==> src/rtl/tri_fir_pkg.sv <==
package tri_fir_pkg;
  localparam int LANES = 3;
  localparam int SUBS  = 6;

  typedef struct packed {
    logic advance;   // shift sample history and delay registers
    logic capture;   // load output register
  } fir_strobe_t;

  // phase selection mask of sub-filter g: bit j set means phase j is summed
  function automatic logic [2:0] phaseMask(input int g);
    case (g)
      0:       return 3'b001;
      1:       return 3'b010;
      2:       return 3'b100;
      3:       return 3'b011;
      4:       return 3'b110;
      default: return 3'b111;
    endcase
  endfunction
endpackage

==> src/rtl/tri_fir_sub.sv <==
module tri_fir_sub #(
  parameter int NTAPS = 9,
  parameter int CW    = 8,
  parameter int PW    = 14,
  parameter int AW    = 30,
  parameter logic [2:0] MASK = 3'b001,
  parameter logic [NTAPS*CW-1:0] COEFS = '0
) (
  input  logic                 clk,
  input  logic                 rstN,
  input  logic                 advance,
  input  logic signed [PW-1:0] sampleIn,
  output logic signed [AW-1:0] accOut
);
  localparam int M  = NTAPS / 3;
  localparam int KW = CW + 2;

  // summed coefficient of tap m, one bit of growth per addition
  function automatic logic signed [KW-1:0] coefAt(input int m);
    logic signed [KW-1:0] s;
    logic signed [CW-1:0] c;
    s = '0;
    for (int j = 0; j < 3; j++) begin
      if (MASK[j]) begin
        c = COEFS[(3*m+j)*CW +: CW];
        s = s + KW'(c);
      end
    end
    return s;
  endfunction

  logic signed [PW-1:0] histReg [M-1];
  logic signed [PW-1:0] tapVal  [M];

  always_ff @(posedge clk or negedge rstN) begin
    if (!rstN) begin
      for (int m = 0; m < M-1; m++) histReg[m] <= '0;
    end else if (advance) begin
      histReg[0] <= sampleIn;
      for (int m = 1; m < M-1; m++) histReg[m] <= histReg[m-1];
    end
  end

  always_comb begin
    tapVal[0] = sampleIn;
    for (int m = 1; m < M; m++) tapVal[m] = histReg[m-1];
  end

  always_comb begin
    accOut = '0;
    for (int m = 0; m < M; m++) begin
      accOut = accOut + AW'(tapVal[m]) * AW'(coefAt(m));
    end
  end

  // history moves only on a valid block
  a_r4_hist_hold: assert property (@(posedge clk) disable iff (!rstN)
    !advance |=> $stable(histReg[0]));
endmodule

==> src/rtl/tri_fir_dp.sv <==
module tri_fir_dp
  import tri_fir_pkg::*;
#(
  parameter int NTAPS = 9,
  parameter int CW    = 8,
  parameter int DW    = 12,
  parameter int OW    = 24,
  parameter logic [NTAPS*CW-1:0] COEFS = '0
) (
  input  logic                  clk,
  input  logic                  rstN,
  input  fir_strobe_t           strobe,
  input  logic [LANES*DW-1:0]   inSamples,
  output logic [LANES*OW-1:0]   outSamples
);
  localparam int M  = NTAPS / 3;
  localparam int PW = DW + 2;
  localparam int AW = PW + CW + 2 + $clog2(M) + 1;
  localparam int IW = AW + 3;

  logic signed [DW-1:0] xIn   [LANES];
  logic signed [PW-1:0] subIn [SUBS];
  logic signed [AW-1:0] prod  [SUBS];

  for (genvar j = 0; j < LANES; j++) begin : g_lane
    assign xIn[j] = inSamples[j*DW +: DW];
  end

  // three pre-adders
  logic signed [PW-1:0] sum01, sum12, sum012;
  assign sum01  = PW'(xIn[0]) + PW'(xIn[1]);
  assign sum12  = PW'(xIn[1]) + PW'(xIn[2]);
  assign sum012 = sum01 + PW'(xIn[2]);

  assign subIn[0] = PW'(xIn[0]);
  assign subIn[1] = PW'(xIn[1]);
  assign subIn[2] = PW'(xIn[2]);
  assign subIn[3] = sum01;
  assign subIn[4] = sum12;
  assign subIn[5] = sum012;

  for (genvar g = 0; g < SUBS; g++) begin : g_sub
    tri_fir_sub #(
      .NTAPS(NTAPS), .CW(CW), .PW(PW), .AW(AW),
      .MASK(phaseMask(g)), .COEFS(COEFS)
    ) sub_i (
      .clk(clk), .rstN(rstN), .advance(strobe.advance),
      .sampleIn(subIn[g]), .accOut(prod[g])
    );
  end

  // seven post-adders plus two block delays
  logic signed [IW-1:0] p0, p1, p2, p3, p4, p5;
  logic signed [IW-1:0] t01, t12, t0d, yNext0, yNext1, y2Part, yNext2;
  logic signed [IW-1:0] dlyP2, dlyT12;

  assign p0 = IW'(prod[0]);
  assign p1 = IW'(prod[1]);
  assign p2 = IW'(prod[2]);
  assign p3 = IW'(prod[3]);
  assign p4 = IW'(prod[4]);
  assign p5 = IW'(prod[5]);

  assign t01    = p3 - p1;
  assign t12    = p4 - p1;
  assign t0d    = p0 - dlyP2;
  assign yNext1 = t01 - t0d;
  assign yNext0 = t0d + dlyT12;
  assign y2Part = p5 - t01;
  assign yNext2 = y2Part - t12;

  always_ff @(posedge clk or negedge rstN) begin
    if (!rstN) begin
      dlyP2  <= '0;
      dlyT12 <= '0;
    end else if (strobe.advance) begin
      dlyP2  <= p2;
      dlyT12 <= t12;
    end
  end

  always_ff @(posedge clk or negedge rstN) begin
    if (!rstN) begin
      outSamples <= '0;
    end else if (strobe.capture) begin
      outSamples[0*OW +: OW] <= yNext0[OW-1:0];
      outSamples[1*OW +: OW] <= yNext1[OW-1:0];
      outSamples[2*OW +: OW] <= yNext2[OW-1:0];
    end
  end

  // the combined results fit the output width (upper bits are sign copies)
  a_r7_no_overflow: assert property (@(posedge clk) disable iff (!rstN)
    strobe.capture |->
      ((yNext0[IW-1:OW-1] == '0) || (yNext0[IW-1:OW-1] == '1)) &&
      ((yNext1[IW-1:OW-1] == '0) || (yNext1[IW-1:OW-1] == '1)) &&
      ((yNext2[IW-1:OW-1] == '0) || (yNext2[IW-1:OW-1] == '1)));

  // outputs and block delays hold across gaps
  a_r4_out_hold: assert property (@(posedge clk) disable iff (!rstN)
    !strobe.capture |=> $stable(outSamples));
  a_r6_delay_hold: assert property (@(posedge clk) disable iff (!rstN)
    !strobe.advance |=> ($stable(dlyP2) && $stable(dlyT12)));
endmodule

==> src/rtl/tri_fir_ctrl.sv <==
module tri_fir_ctrl
  import tri_fir_pkg::*;
(
  input  logic        clk,
  input  logic        rstN,
  input  logic        inValid,
  output fir_strobe_t strobe,
  output logic        outValid
);
  assign strobe.advance = inValid;
  assign strobe.capture = inValid;

  always_ff @(posedge clk or negedge rstN) begin
    if (!rstN) outValid <= 1'b0;
    else       outValid <= inValid;
  end

  // one-cycle valid pipeline
  a_r3_valid_follows: assert property (@(posedge clk) disable iff (!rstN)
    inValid |=> outValid);
  a_r3_idle_low: assert property (@(posedge clk) disable iff (!rstN)
    !inValid |=> !outValid);
endmodule

==> src/rtl/tri_fir.sv <==
module tri_fir
  import tri_fir_pkg::*;
#(
  parameter int NTAPS = 9,
  parameter int CW    = 8,
  parameter int DW    = 12,
  parameter int OW    = DW + CW + $clog2(NTAPS),
  parameter logic [NTAPS*CW-1:0] COEFS = {
    -8'sd77, 8'sd27, -8'sd3, 8'sd64, 8'h80, 8'sd99, 8'sd5, -8'sd42, 8'sd17}
) (
  input  logic                clk,
  input  logic                rstN,
  input  logic                inValid,
  input  logic [3*DW-1:0]     inSamples,
  output logic                outValid,
  output logic [3*OW-1:0]     outSamples
);
  // NTAPS must be a multiple of 3 and at least 6
  fir_strobe_t strobe;

  tri_fir_ctrl ctrl_i (
    .clk(clk), .rstN(rstN), .inValid(inValid),
    .strobe(strobe), .outValid(outValid)
  );

  tri_fir_dp #(
    .NTAPS(NTAPS), .CW(CW), .DW(DW), .OW(OW), .COEFS(COEFS)
  ) dp_i (
    .clk(clk), .rstN(rstN), .strobe(strobe),
    .inSamples(inSamples), .outSamples(outSamples)
  );
endmodule

==> config.mk <==
export PLATFORM = sky130hd
export DESIGN_NAME = tri_fir
export DESIGN_NICKNAME = d
export VERILOG_FILES = /design/src/rtl/tri_fir_pkg.sv /design/src/rtl/tri_fir_sub.sv /design/src/rtl/tri_fir_dp.sv /design/src/rtl/tri_fir_ctrl.sv /design/src/rtl/tri_fir.sv
export SDC_FILE = /design/constraint.sdc
export NUM_CORES = 2
export LEC_CHECK = 0
export ABC_AREA = 0
export ABC_CLOCK_PERIOD_IN_PS = 13400
export BUFFER_PORTS_ARGS = -buffer_cell sky130_fd_sc_hd__buf_4
export CAP_MARGIN = 20
export CORE_UTILIZATION = 25
export CTS_CLUSTER_DIAMETER = 150
export DETAILED_ROUTE_END_ITERATION = 8
export GPL_TIMING_DRIVEN = 0
export PLACE_DENSITY = 0.41
export SLEW_MARGIN = 20
export SYNTH_ARGS = -nofsm -noshare
export SYNTH_HDL_FRONTEND = slang
export SYNTH_HIERARCHICAL = 1
export SYNTH_SLANG_ARGS = --single-unit
==> constraint.sdc <==
create_clock -name clk -period 13.4 [get_ports clk]
set_clock_uncertainty 0.2 [all_clocks]
set_input_delay 0.67 -clock clk [delete_from_list [all_inputs] [get_ports clk]]
set_output_delay 0.67 -clock clk [all_outputs]
set_load 0.1 [all_outputs]
# Yosys cells after proc, flatten, opt, wreduce, memory -nomap -nowiden
# Cells that the tools add are included.
word_totals:
  input_bits: 39
  output_inout_bits: 73
  register_bits: 270
  elab_cells: 55
op_classes:
  add_sub_neg: 24
  n_mul: 15
ops:
  columns: ["operator", "count"]
  rows:
  - ["$sub 24x24->24", 4]
  - ["$mul 13x6->19 const B", 3]
  - ["$mul 12x6->18 const B", 3]
  - ["$mul 14x7->21 const B", 2]
  - ["$mul 12x8->20 const B", 2]
  - ["$add 12x12->13", 2]
  - ["$add 19x24->24", 1]
  - ["$add 20x24->24", 1]
  - ["$add 23x24->24", 1]
  - ["$add 24x18->24", 1]
  - ["$add 24x20->24", 1]
  - ["$sub 24x23->24", 1]
  - ["$add 22x21->23", 1]
  - ["$sub 22x21->23", 1]
  - ["$add 20x21->22", 1]
  - ["$add 21x15->22", 1]
  - ["$add 18x20->21", 1]
  - ["$add 19x20->21", 1]
  - ["$add 20x19->21", 1]
  - ["$add 19x19->20", 1]
  - ["$mul 13x7->20 const B", 1]
  - ["$add 16x18->19", 1]
  - ["$mul 14x4->18 const B", 1]
  - ["$neg 13->18", 1]
  - ["5 further kinds", 5]

# Longest topological paths before layout
depth:
  ltp_word: 7
  depth_mapped: 55
  depth_no_buf: 54

# Cells and area by module
# The synthesis kept the hierarchy.
modules_own_cells:
  columns: ["module", "area_per_inst_um2", "cells_each", "seq_area_each_um2", "instances"]
  rows:
  - ["tri_fir_dp", 12976.2, 1500, 3002.9, 1]
  - ["tri_fir_sub (dp_i.g_sub[5].sub_i)", 7847.5, 929, 700.7, 1]
  - ["tri_fir_sub (dp_i.g_sub[4].sub_i)", 7303.3, 789, 700.7, 1]
  - ["tri_fir_sub (dp_i.g_sub[3].sub_i)", 6831.6, 763, 700.7, 1]
  - ["tri_fir_sub (dp_i.g_sub[0].sub_i)", 6612.6, 749, 700.7, 1]
  - ["tri_fir_sub (dp_i.g_sub[1].sub_i)", 6364.9, 663, 700.7, 1]
  - ["tri_fir_sub (dp_i.g_sub[2].sub_i)", 5829.3, 686, 700.7, 1]
  - ["tri_fir_ctrl", 40.0, 3, 25.0, 1]

# Worst setup path after synthesis
# OpenSTA, ideal clock, no wires.
synth_timing:
  path_type: "input to register"
  from: "in inSamples[0]"
  to: "reg dp_i.outSamples[71]"
  setup_ps: 126
  n_path_buf: 1
  cell_stages: 50
  required_time_ps: 13074
  arrival_ps: 11717
  path_slack_ps: 1357
  cell_sequence: "ha_1 fa_1 a21o_1 a21oi_1 o21bai_1 a21oi_1 nor2b_1 o21a_1 o21ai_0 nand2b_1 a21oi_1 o21ai_0 o21ai_0 inv_1 fa_1 inv_1 ha_1 fa_1 [14 not listed] xnor2_1 ha_1 nand3_1 or4_1 o21ba_4 o211ai_1 a21oi_1 o21ai_0 nor3b_1 nor3_1 fa_1 inv_1 ha_1 and3_1 a2111oi_0 nor3_1 or3_1 a311o_1"
synth_via:
  elab_chain_cells: 7
  elab_cells_between_ends: 11
  cone_classes: "add/sub: 9; mul: 2"
synth_rtl:
  columns: ["item", "line", "source"]
  rows:
  - ["from (decl)", "tri_fir.sv:14", "input logic [3*DW-1:0] inSamples,"]
  - ["$add 12x12->13", "tri_fir_dp.sv:31", "assign sum01 = PW'(xIn[0]) + PW'(xIn[1]);"]
  - ["via dp_i.sum01[12]", "tri_fir_dp.sv:30", "logic signed [PW-1:0] sum01, sum12, sum012;"]
  - ["$mul 13x6->19", "tri_fir_sub.sv:52", "accOut = accOut + AW'(tapVal[m]) * AW'(coefAt(m));"]
  - ["$add 19x19->20", "tri_fir_sub.sv:52", null]
  - ["$add 20x19->21", "tri_fir_sub.sv:52", null]
  - ["via dp_i.p3[16]", "tri_fir_dp.sv:53", "logic signed [IW-1:0] p0, p1, p2, p3, p4, p5;"]
  - ["$sub 24x24->24", "tri_fir_dp.sv:64", "assign t01 = p3 - p1;"]
  - ["$sub 24x24->24", "tri_fir_dp.sv:69", "assign y2Part = p5 - t01;"]
  - ["$sub 24x24->24", "tri_fir_dp.sv:70", "assign yNext2 = y2Part - t12;"]
  - ["to (signal, indexed assignment)", "tri_fir_dp.sv:86", "outSamples[0*OW +: OW] <= yNext0[OW-1:0];"]
  - ["to (signal, indexed assignment)", "tri_fir_dp.sv:87", "outSamples[1*OW +: OW] <= yNext1[OW-1:0];"]
  - ["to (signal, indexed assignment)", "tri_fir_dp.sv:88", "outSamples[2*OW +: OW] <= yNext2[OW-1:0];"]
  - ["to (decl)", "tri_fir_dp.sv:14", "output logic [LANES*OW-1:0] outSamples"]
# The timed path passes the listed nets, and every way through them passes these cells.
# A chain may end at the register's enable or synchronous reset.

# Final worst setup path
layout_timing:
  from: "in inSamples[12]"
  to: "reg dp_i.outSamples[71]"
# Same word-level chain as after synthesis.

==> results.sh <==
export IMPL_final_nets=7671
export IMPL_postSynthNetCount=7501
export IMPL_clk_latency_ns=0.65
export IMPL_placed_area_mm2=0.05780
export IMPL_tightest_slew_ns=1.235
export IMPL_vias=41510
export IMPL_cts_tree="done"
export IMPL_first_pass_iters=5
export IMPL_cp_end_kind="flop"
export IMPL_cts_sinks=289
export IMPL_final_cell_mix="inv_1 (1,103), ha_1 (1,046), fa_1 (408)"
export IMPL_worst_hold_slack_ns=0.1704
export IMPL_final_cells=9037
export IMPL_drive_above_1_share=0.07694
export IMPL_cp_common_cell="ha_1"
export IMPL_antenna_left=0
export IMPL_dieHeight_um=463.5
export IMPL_grt_pass1_vias=42130
export IMPL_io_pins=112
export IMPL_root_buffer="clkbuf_16"
export IMPL_cpMaxStageDelayCell="fa_1"
export IMPL_finalInstanceArea_mm2=0.05949
export IMPL_antenna_found_initial=11
export IMPL_final_max_slew_viol_count=0
export IMPL_htreeDepth=2
export IMPL_setup_viol=0
export IMPL_post_route_period_util=0.9492
export IMPL_synthToLayoutAreaGrowth_pct=11.75
export IMPL_start_util=0.2513
export IMPL_slew_headroom=0.1708
export IMPL_rows=169
export IMPL_grt_pass1_wl_mm=254.1
export IMPL_wirelength_mm=165.8
export IMPL_cpPeakStageDelay_ns=0.56
export IMPL_dp_cells=8948
export IMPL_arrival_ns=13.05
export IMPL_netlist_area_mm2=0.05324
export IMPL_start_kind="primary input"
export IMPL_track_usage=0.1538
export IMPL_hold_viol=0
export IMPL_die_x_um=463.5
export IMPL_io_buffers=111
export IMPL_clockBufferDepth=3
export IMPL_overflow=0
export IMPL_fin_ws_ns=0.6802
export IMPL_gp_congestion=0.8551
export IMPL_clkSlewWorstSetupHoldPaths_ns=0.06
export IMPL_numCtsBuffers=46
export IMPL_ys_warn_count=6
export IMPL_hold_class="in -> reg"
export IMPL_viasPerCell=4.593
export IMPL_synthCells=6008
export IMPL_status="finished, final reports clean"
export IMPL_crit_type="in -> reg"
export IMPL_hpwl_mm=142.9
export IMPL_dieArea_mm2=0.2148
export IMPL_required_ns=13.73
export IMPL_coreArea_mm2=0.2119
export IMPL_fmax_mhz=78.62
export IMPL_routedWlPerCell_um=18.35
export IMPL_crit_fanout=8
export IMPL_avgSynthCellArea_um2=8.861
export IMPL_preCtsSetupSlack_ns=-0.7685
export IMPL_fin_crit_ns=12.72
export IMPL_rsz0062_at_grt="false"
export IMPL_drt_iter0_markers=2079
export IMPL_cap_violations=0
export IMPL_grt_max_degree=75
export IMPL_drc=0
export IMPL_layout_commonest_cell="inv_1"
## critical path, delay by kind of cell
kind	cells	cell delay (ns)
xor gates and xnor gates	3	0.76
and+or+nand+nor	12	2.54
adders and majority gates	12	4.28
buffers and inverters	7	0.99
AOI/OAI and AO/OA	17	3.76
## cell type report
type                            instances  area (µm²)
Buffer                                 79       329.1
Inverter                             1107        4155
Sequential cell                       289        7232
Multi-Input combinational cell       4533       41660
Fill cell                           22810      152400
Antenna cell                            3       7.507
Tap cell                             2821        3530
Clock buffer                           66        1348
Timing Repair Buffer                  122        1016
Clock inverter                         17       210.2
## stage by stage
step,util,TNS (ns)
6_report,0.2808,0
5_1_grt,0.2807,0
4_1_cts,0.2803,0
3_5_place_dp,0.2728,-0.7685
3_3_place_gp,0.2719,-1.095
2_1_floorplan,-,0
## path summary, 6_finish.rpt
path                       cells after the start                             from                               to  slack (ns)
setup / recovery                              51                    inSamples[12]              dp_i/outSamples[71]        0.68
hold / removal                                 2                     inSamples[2]  dp_i/g_sub[0].sub_i/histReg[16]        0.17
setup reg to reg                              36  dp_i/g_sub[0].sub_i/histReg[23]              dp_i/outSamples[23]        2.51
hold reg to reg                                2  dp_i/g_sub[2].sub_i/histReg[21]   dp_i/g_sub[2].sub_i/histReg[7]        0.28
max in group asynchronous                      4                             rstN   dp_i/g_sub[2].sub_i/histReg[5]       11.59
min in group asynchronous                      2                             rstN                  ctrl_i/outValid        0.27
## layer usage
layer | GRT usage | up-vias | part of all wire
li1 | - | 20810 | -
met1 | 0.2221 | 19980 | 0.51
met2 | 0.2359 | 551 | 0.42
met3 | 0.01804 | 167 | 0.033
met4 | 0.04937 | 0 | 0.035
met5 | 0 | - | 0
## registers in the layout, indices dropped and copies added (netlist names)
signal	flops
dp_i/outSamples	72
ctrl_i/outValid	1
dp_i/dlyT12	24
dp_i/g_sub.sub_i/histReg	168
dp_i/dlyP2	24
## repair_timing
action                     CTS  global route
setup buffers                0             1
gates cloned                 0             0
hold buffers                 2             0
hold endpoints to repair    57             0
setup endpoints to repair    1             1
pin swaps                    0             2
resized for setup            1            21
Power is not shown: default switching activity piles up to over one toggle a cycle in this logic, so the estimate is an artifact.
